<file path="config.mk">
export PLATFORM = sky130hd
export DESIGN_NAME = flash_done_poller
export DESIGN_NICKNAME = d
export VERILOG_FILES = /design/src/rtl/fdp_pkg.sv /design/src/rtl/fdp_count.sv /design/src/rtl/fdp_detect.sv /design/src/rtl/flash_done_poller.sv
export SDC_FILE = /design/constraint.sdc
export NUM_CORES = 1
export LEC_CHECK = 0
export BUFFER_PORTS_ARGS = -buffer_cell sky130_fd_sc_hd__buf_2
export CAP_MARGIN = 20
export CORE_UTILIZATION = 56
export CTS_CLUSTER_DIAMETER = 80
export DETAILED_ROUTE_END_ITERATION = 7
export HOLD_SLACK_MARGIN = 0.1
export PLACE_DENSITY = 0.81
export SETUP_SLACK_MARGIN = 0.15
export SYNTH_ARGS = -nofsm -noshare
export SYNTH_HDL_FRONTEND = slang
export SYNTH_HIERARCHICAL = 1
export SYNTH_SLANG_ARGS = --single-unit
</file>
<file path="constraint.sdc">
create_clock -name clk -period 3.74 [get_ports clk]
set_input_delay 0.374 -clock clk [delete_from_list [all_inputs] [get_ports clk]]
set_output_delay 0.374 -clock clk [all_outputs]
set_load 0.02 [all_outputs]
</file>
<file path="src/rtl/fdp_pkg.sv">
package fdp_pkg;

   typedef enum logic [2:0] {
      ST_IDLE,
      ST_ISSUE,
      ST_WAIT,
      ST_SETTLE,
      ST_CISSUE,
      ST_CWAIT
   } fdp_state_e;

   typedef enum logic [1:0] {
      MODE_ALT0 = 2'b00,
      MODE_ALT  = 2'b01,
      MODE_POLL = 2'b10,
      MODE_BOTH = 2'b11
   } fdp_mode_e;

endpackage

</file>
<file path="src/rtl/fdp_count.sv">
module fdp_count #(
   parameter int W = 8
) (
   input  logic         clk,
   input  logic         rst_n,
   input  logic         clr,
   input  logic         inc,
   output logic [W-1:0] cnt
);
   localparam logic [W-1:0] TOP = {W{1'b1}};

   generate
      if (W < 1) begin : g_bad
         $error("fdp_count: W must be at least 1");
      end
   endgenerate

   always_ff @(posedge clk or negedge rst_n) begin
      if (!rst_n)
         cnt <= '0;
      else if (clr)
         cnt <= '0;
      else if (inc && cnt != TOP)
         cnt <= cnt + 1'b1;
   end
endmodule

</file>
<file path="src/rtl/fdp_detect.sv">
module fdp_detect
   import fdp_pkg::*;
#(
   parameter int DW       = 16,
   parameter int TOG_BIT  = 6,
   parameter int POLL_BIT = 7
) (
   input  logic          clk,
   input  logic          rst_n,
   input  logic          clr,
   input  logic          sample,
   input  logic [DW-1:0] word,
   input  logic [1:0]    mode,
   input  logic          exp_bit,
   output logic          hit
);
   logic prev_q;
   logic have_q;
   logic hit_alt;
   logic hit_poll;

   generate
      if (TOG_BIT >= DW || POLL_BIT >= DW) begin : g_bad
         $error("fdp_detect: status bit outside word");
      end
      if (TOG_BIT == POLL_BIT) begin : g_same
         $error("fdp_detect: status bits must differ");
      end
   endgenerate

   always_ff @(posedge clk or negedge rst_n) begin
      if (!rst_n) begin
         prev_q <= 1'b0;
         have_q <= 1'b0;
      end else if (clr) begin
         have_q <= 1'b0;
      end else if (sample) begin
         prev_q <= word[TOG_BIT];
         have_q <= 1'b1;
      end
   end

   always_comb begin
      hit_alt  = have_q && (word[TOG_BIT] == prev_q);
      hit_poll = (word[POLL_BIT] == exp_bit);
      case (fdp_mode_e'(mode))
         MODE_POLL: hit = hit_poll;
         MODE_BOTH: hit = hit_alt && hit_poll;
         default:   hit = hit_alt;
      endcase
   end
endmodule

</file>
<file path="src/rtl/flash_done_poller.sv">
module flash_done_poller
   import fdp_pkg::*;
#(
   parameter int DW         = 16,
   parameter int AW         = 18,
   parameter int CW         = 16,
   parameter int SETTLE_CYC = 125,
   parameter int TOG_BIT    = 6,
   parameter int POLL_BIT   = 7
) (
   input  logic          clk,
   input  logic          rst_n,
   input  logic          start_i,
   input  logic          op_erase_i,
   input  logic [1:0]    mode_i,
   input  logic [AW-1:0] addr_i,
   input  logic [DW-1:0] data_i,
   input  logic [CW-1:0] max_polls_i,
   output logic          rd_req_o,
   output logic [AW-1:0] rd_addr_o,
   input  logic          rd_valid_i,
   input  logic [DW-1:0] rd_data_i,
   output logic          done_o,
   output logic          err_o
);
   localparam int SW = $clog2(SETTLE_CYC + 1);
   localparam logic [SW-1:0] SETTLE_LAST = SW'(SETTLE_CYC - 1);

   generate
      if (SETTLE_CYC < 1) begin : g_bad_settle
         $error("flash_done_poller: SETTLE_CYC must be at least 1");
      end
      if (DW < 8 || AW < 1 || CW < 1) begin : g_bad_width
         $error("flash_done_poller: width parameter too small");
      end
   endgenerate

   fdp_state_e    st_q;
   logic [AW-1:0] addr_q;
   logic [DW-1:0] exp_q;
   logic [1:0]    mode_q;
   logic [CW-1:0] max_q;
   logic          conf_idx_q;
   logic          conf_ok_q;
   logic          done_q;
   logic          err_q;

   logic          accept;
   logic          stat_sample;
   logic          hit;
   logic [CW-1:0] poll_cnt;
   logic [SW-1:0] set_cnt;
   logic          limit_hit;
   logic          word_ok;

   assign accept      = start_i && (st_q == ST_IDLE);
   assign stat_sample = (st_q == ST_WAIT) && rd_valid_i;
   assign word_ok     = (rd_data_i == exp_q);
   assign limit_hit   = ({1'b0, poll_cnt} + 1'b1) >= {1'b0, max_q};

   fdp_detect #(
      .DW(DW), .TOG_BIT(TOG_BIT), .POLL_BIT(POLL_BIT)
   ) u_det (
      .clk(clk), .rst_n(rst_n), .clr(accept), .sample(stat_sample),
      .word(rd_data_i), .mode(mode_q), .exp_bit(exp_q[POLL_BIT]), .hit(hit)
   );

   fdp_count #(.W(CW)) u_polls (
      .clk(clk), .rst_n(rst_n), .clr(accept),
      .inc(stat_sample && !hit), .cnt(poll_cnt)
   );

   fdp_count #(.W(SW)) u_settle (
      .clk(clk), .rst_n(rst_n), .clr(st_q != ST_SETTLE),
      .inc(st_q == ST_SETTLE), .cnt(set_cnt)
   );

   always_ff @(posedge clk or negedge rst_n) begin
      if (!rst_n) begin
         st_q       <= ST_IDLE;
         addr_q     <= '0;
         exp_q      <= '0;
         mode_q     <= '0;
         max_q      <= '0;
         conf_idx_q <= 1'b0;
         conf_ok_q  <= 1'b0;
         done_q     <= 1'b0;
         err_q      <= 1'b0;
      end else begin
         done_q <= 1'b0;
         unique case (st_q)
            ST_IDLE: begin
               if (start_i) begin
                  addr_q <= addr_i;
                  exp_q  <= op_erase_i ? {DW{1'b1}} : data_i;
                  mode_q <= mode_i;
                  max_q  <= max_polls_i;
                  err_q  <= 1'b0;
                  st_q   <= ST_ISSUE;
               end
            end
            ST_ISSUE: st_q <= ST_WAIT;
            ST_WAIT: begin
               if (rd_valid_i) begin
                  if (hit) begin
                     st_q <= ST_SETTLE;
                  end else if (limit_hit) begin
                     done_q <= 1'b1;
                     err_q  <= 1'b1;
                     st_q   <= ST_IDLE;
                  end else begin
                     st_q <= ST_ISSUE;
                  end
               end
            end
            ST_SETTLE: begin
               if (set_cnt == SETTLE_LAST) begin
                  conf_idx_q <= 1'b0;
                  conf_ok_q  <= 1'b1;
                  st_q       <= ST_CISSUE;
               end
            end
            ST_CISSUE: st_q <= ST_CWAIT;
            ST_CWAIT: begin
               if (rd_valid_i) begin
                  if (conf_idx_q) begin
                     done_q <= 1'b1;
                     err_q  <= !(conf_ok_q && word_ok);
                     st_q   <= ST_IDLE;
                  end else begin
                     conf_idx_q <= 1'b1;
                     conf_ok_q  <= conf_ok_q && word_ok;
                     st_q       <= ST_CISSUE;
                  end
               end
            end
            default: st_q <= ST_IDLE;
         endcase
      end
   end

   assign rd_req_o  = (st_q == ST_ISSUE) || (st_q == ST_CISSUE);
   assign rd_addr_o = addr_q;
   assign done_o    = done_q;
   assign err_o     = err_q;
endmodule

</file>
==> metrics.cfg <==
[cells_and_area]
fillCellCount = 656
nNetsFinal = 663
layout-drive-gt1-share_pct = 28.8
diodes = 0
final_common_cell = buf_2
syn_to_final_growth_pct = 15.6
mostFrequentLayoutCells = buf_2, dfrtp_1, nor2_1, a21oi_1, nand2_1
final_cell_area_um2 = 5530

[clocking]
cts_tree = yes
cts_resized = 0
clockRootBuffer = clkbuf_8
numCtsBuffers = 9
post_cts_buffers = 0
htree_levels = 3
cts.clk_slew.worst_paths_ns = 0.10
cts_sinks = 84
cts_buffer_depth = 2
insertion_delay_ns = 0.36

[setup_path]
required_ns = 4.00
cp_max_fo = 8
worstSetupPathType = reg2reg
start_kind = flop
cp.arrival_ns = 3.31
reg2reg_setup_slack_ns = 0.68
end_kind = flop

[pwr]
cellLeakagePower_uw = 0.00249
power_uw = 3590
power_density_nw_per_um2 = 650
ir_drop_mv = 0.491

[synth]
synthFlopType = dfrtp_1
syn_nets = 577
synth.distinct_cells = 65
async_flop_share_pct = 100
syn_inst = 485
synthesis.area_um2 = 4790
syn_area_per_cell_um2 = 9.87
synth-seq-cells = 84
synth-seq-area-share_pct = 43.9
ys_warn_count = 6
synth-edff-count = 0

[timing]
fin_crit_ns = 3.06
slew_violations = 0
rsz0062_at_grt = no
min_period_over_period_pct = 81.8
finalHoldViolCount = 0
fin_tns_setup_ns = 0
tightest_slew_ns = 0.867
relSlewSlack_pct = 41.7
max_freq_ghz = 0.327
clock_skew_ns = 0.0107
timing.final.ws_setup_ns = 0.682
setup_violations = 0

[detailed_routing]
ant_nets = 0
routed_wl_um = 10600
viasPerCell = 5.83
vias = 3970
dr.first_iter.drc_count = 172
wire_per_inst_um = 15.6
dr.pass1.iters = 4
drc = 0

[die]
fp.dieW_um = 94.5
fp.dieH_um = 94.5
die_area_um2 = 8920
rows = 33
start_util_pct = 58.0
pin_count = 94
core_um2 = 8260

[placement]
dpl_cell_area_um2 = 5280
port_buffers = 93
hpwl_um = 7460
dp_slack_ns = 0.739
place.gp.congestion = 0.895

[global_routing]
grt_util_all_layers_pct = 24.6
grt_pass1_vias = 3800
grt_max_degree = 85
grt_pass1_wl_um = 17200
grt-ovfl-total = 0
antenna_found_initial = 0

[worst_hold_path]
hold_path_class = in2reg

[run]
drv_cap = 0

[status]
outcome = complete, no violations

layout make-up:
| class | count | area (µm²) | share of cell area [%] |
|---|---|---|---|
| clock buffers | 9 | 124 | 2.24 |
| clock inverters | 7 | 93.8 | 1.70 |
| inverters | 23 | 88.8 | 1.61 |
| multi-input cells | 356 | 2470 | 44.7 |
| flip-flops and latches | 84 | 2100 | 38.0 |
| well taps | 105 | 131 | 2.37 |
| repair buffers | 97 | 520 | 9.41 |
power by group:
part           switching (µW)  total (µW)  internal, µW
Sequential                258        1490          1230
Clock                     385         713           328
Combinational             791        1390           601
synth_stat cells, drive strengths merged (4+ instances only):
library cell,count,area (µm²)
a21o,4,31.3
a21oi,42,210
a31oi,6,37.5
and3,7,45.1
and4,6,62.6
buf,14,93.8
clkbuf,8,30.0
dfrtp,84,2100
ha,19,238
inv,23,88.8
mux2,26,297
nand2,33,124
nand3,18,95.1
nand4,15,100
nor2,51,196
nor2b,8,57.6
nor3,7,50.1
nor4,8,80.1
o21ai,22,110
o31ai,8,60.1
or3,4,31.3
or4,7,55.1
xnor2,25,219
xor2,8,70.1
worst paths after layout:
| kind | cells past startpoint | endpoint | startpoint |
|---|---|---|---|
| max | 12 | err_o$_DFFE_PN0P_ | u_polls/cnt[0]$_DFFE_PN0P_ |
| min | 3 | max_q[15]$_DFFE_PN0P_ | max_polls_i[15] |
| max reg2reg | 12 | err_o$_DFFE_PN0P_ | u_polls/cnt[0]$_DFFE_PN0P_ |
| min reg2reg | 1 | rd_addr_o[7]$_DFFE_PN0P_ | rd_addr_o[7]$_DFFE_PN0P_ |
| max in group asynchronous | 3 | exp_q[4]$_DFFE_PN0P_ | rst_n |
| min in group asynchronous | 2 | rd_addr_o[16]$_DFFE_PN0P_ | rst_n |
metal layers:
| metal | wire length [µm] | GRT usage [%] |
|---|---|---|
| met1 | 4540 | 31.0 |
| met2 | 5410 | 42.1 |
| met3 | 455 | 4.75 |
| met4 | 233 | 9.22 |
| met5 | 0 | 0 |
critical path, cell delays in order (launching register included):
cell	delay [ns]
dfrtp_1	0.49
ha_1	0.24
nand3_1	0.17
nor2_2	0.28
nand3_1	0.14
xnor2_1	0.16
ha_1	0.32
nand4_1	0.11
or2_2	0.14
nor2_1	0.06
a2111oi_2	0.47
nand2_1	0.13
o31a_1	0.26
registers in the layout, indices dropped and copies added, names as in the netlist:
signal,count
conf_ok_q,1
conf_idx_q,1
u_det/prev_q,1
u_settle/cnt,7
u_polls/cnt,16
rd_addr_o,18
u_det/have_q,1
mode_q,2
max_q,16
done_o,1
exp_q,16
st_q,3
err_o,1
stage by stage:
step | hold WS, ns | utilization [%] | cells
after floorplan | 0.0784 | - | 485
after global placement | 0.477 | 63.9 | 663
after detailed placement | 0.490 | 63.9 | 663
after CTS | 0.203 | 66.5 | 679
after global routing | 0.210 | 67.0 | 681
final | 0.206 | 67.0 | 681
cells by family after synthesis:
kind of cell,Yosys count,synth area share [%]
AO/OA/AOI/OAI,99,12.9
XOR/XNOR,33,6.04
adder cells (fa/ha/maj),19,4.97
buffers and inverters,45,4.44
flip-flops,84,43.9
multiplexers,28,6.61
AND/OR/NAND/NOR,177,21.1
timing repair:
item / CTS / global route
hold buffers: 0 / 1
setup endpoints to repair: 0 / 0
hold endpoints to repair: 0 / 10
Power figures use the tool's default switching activity.
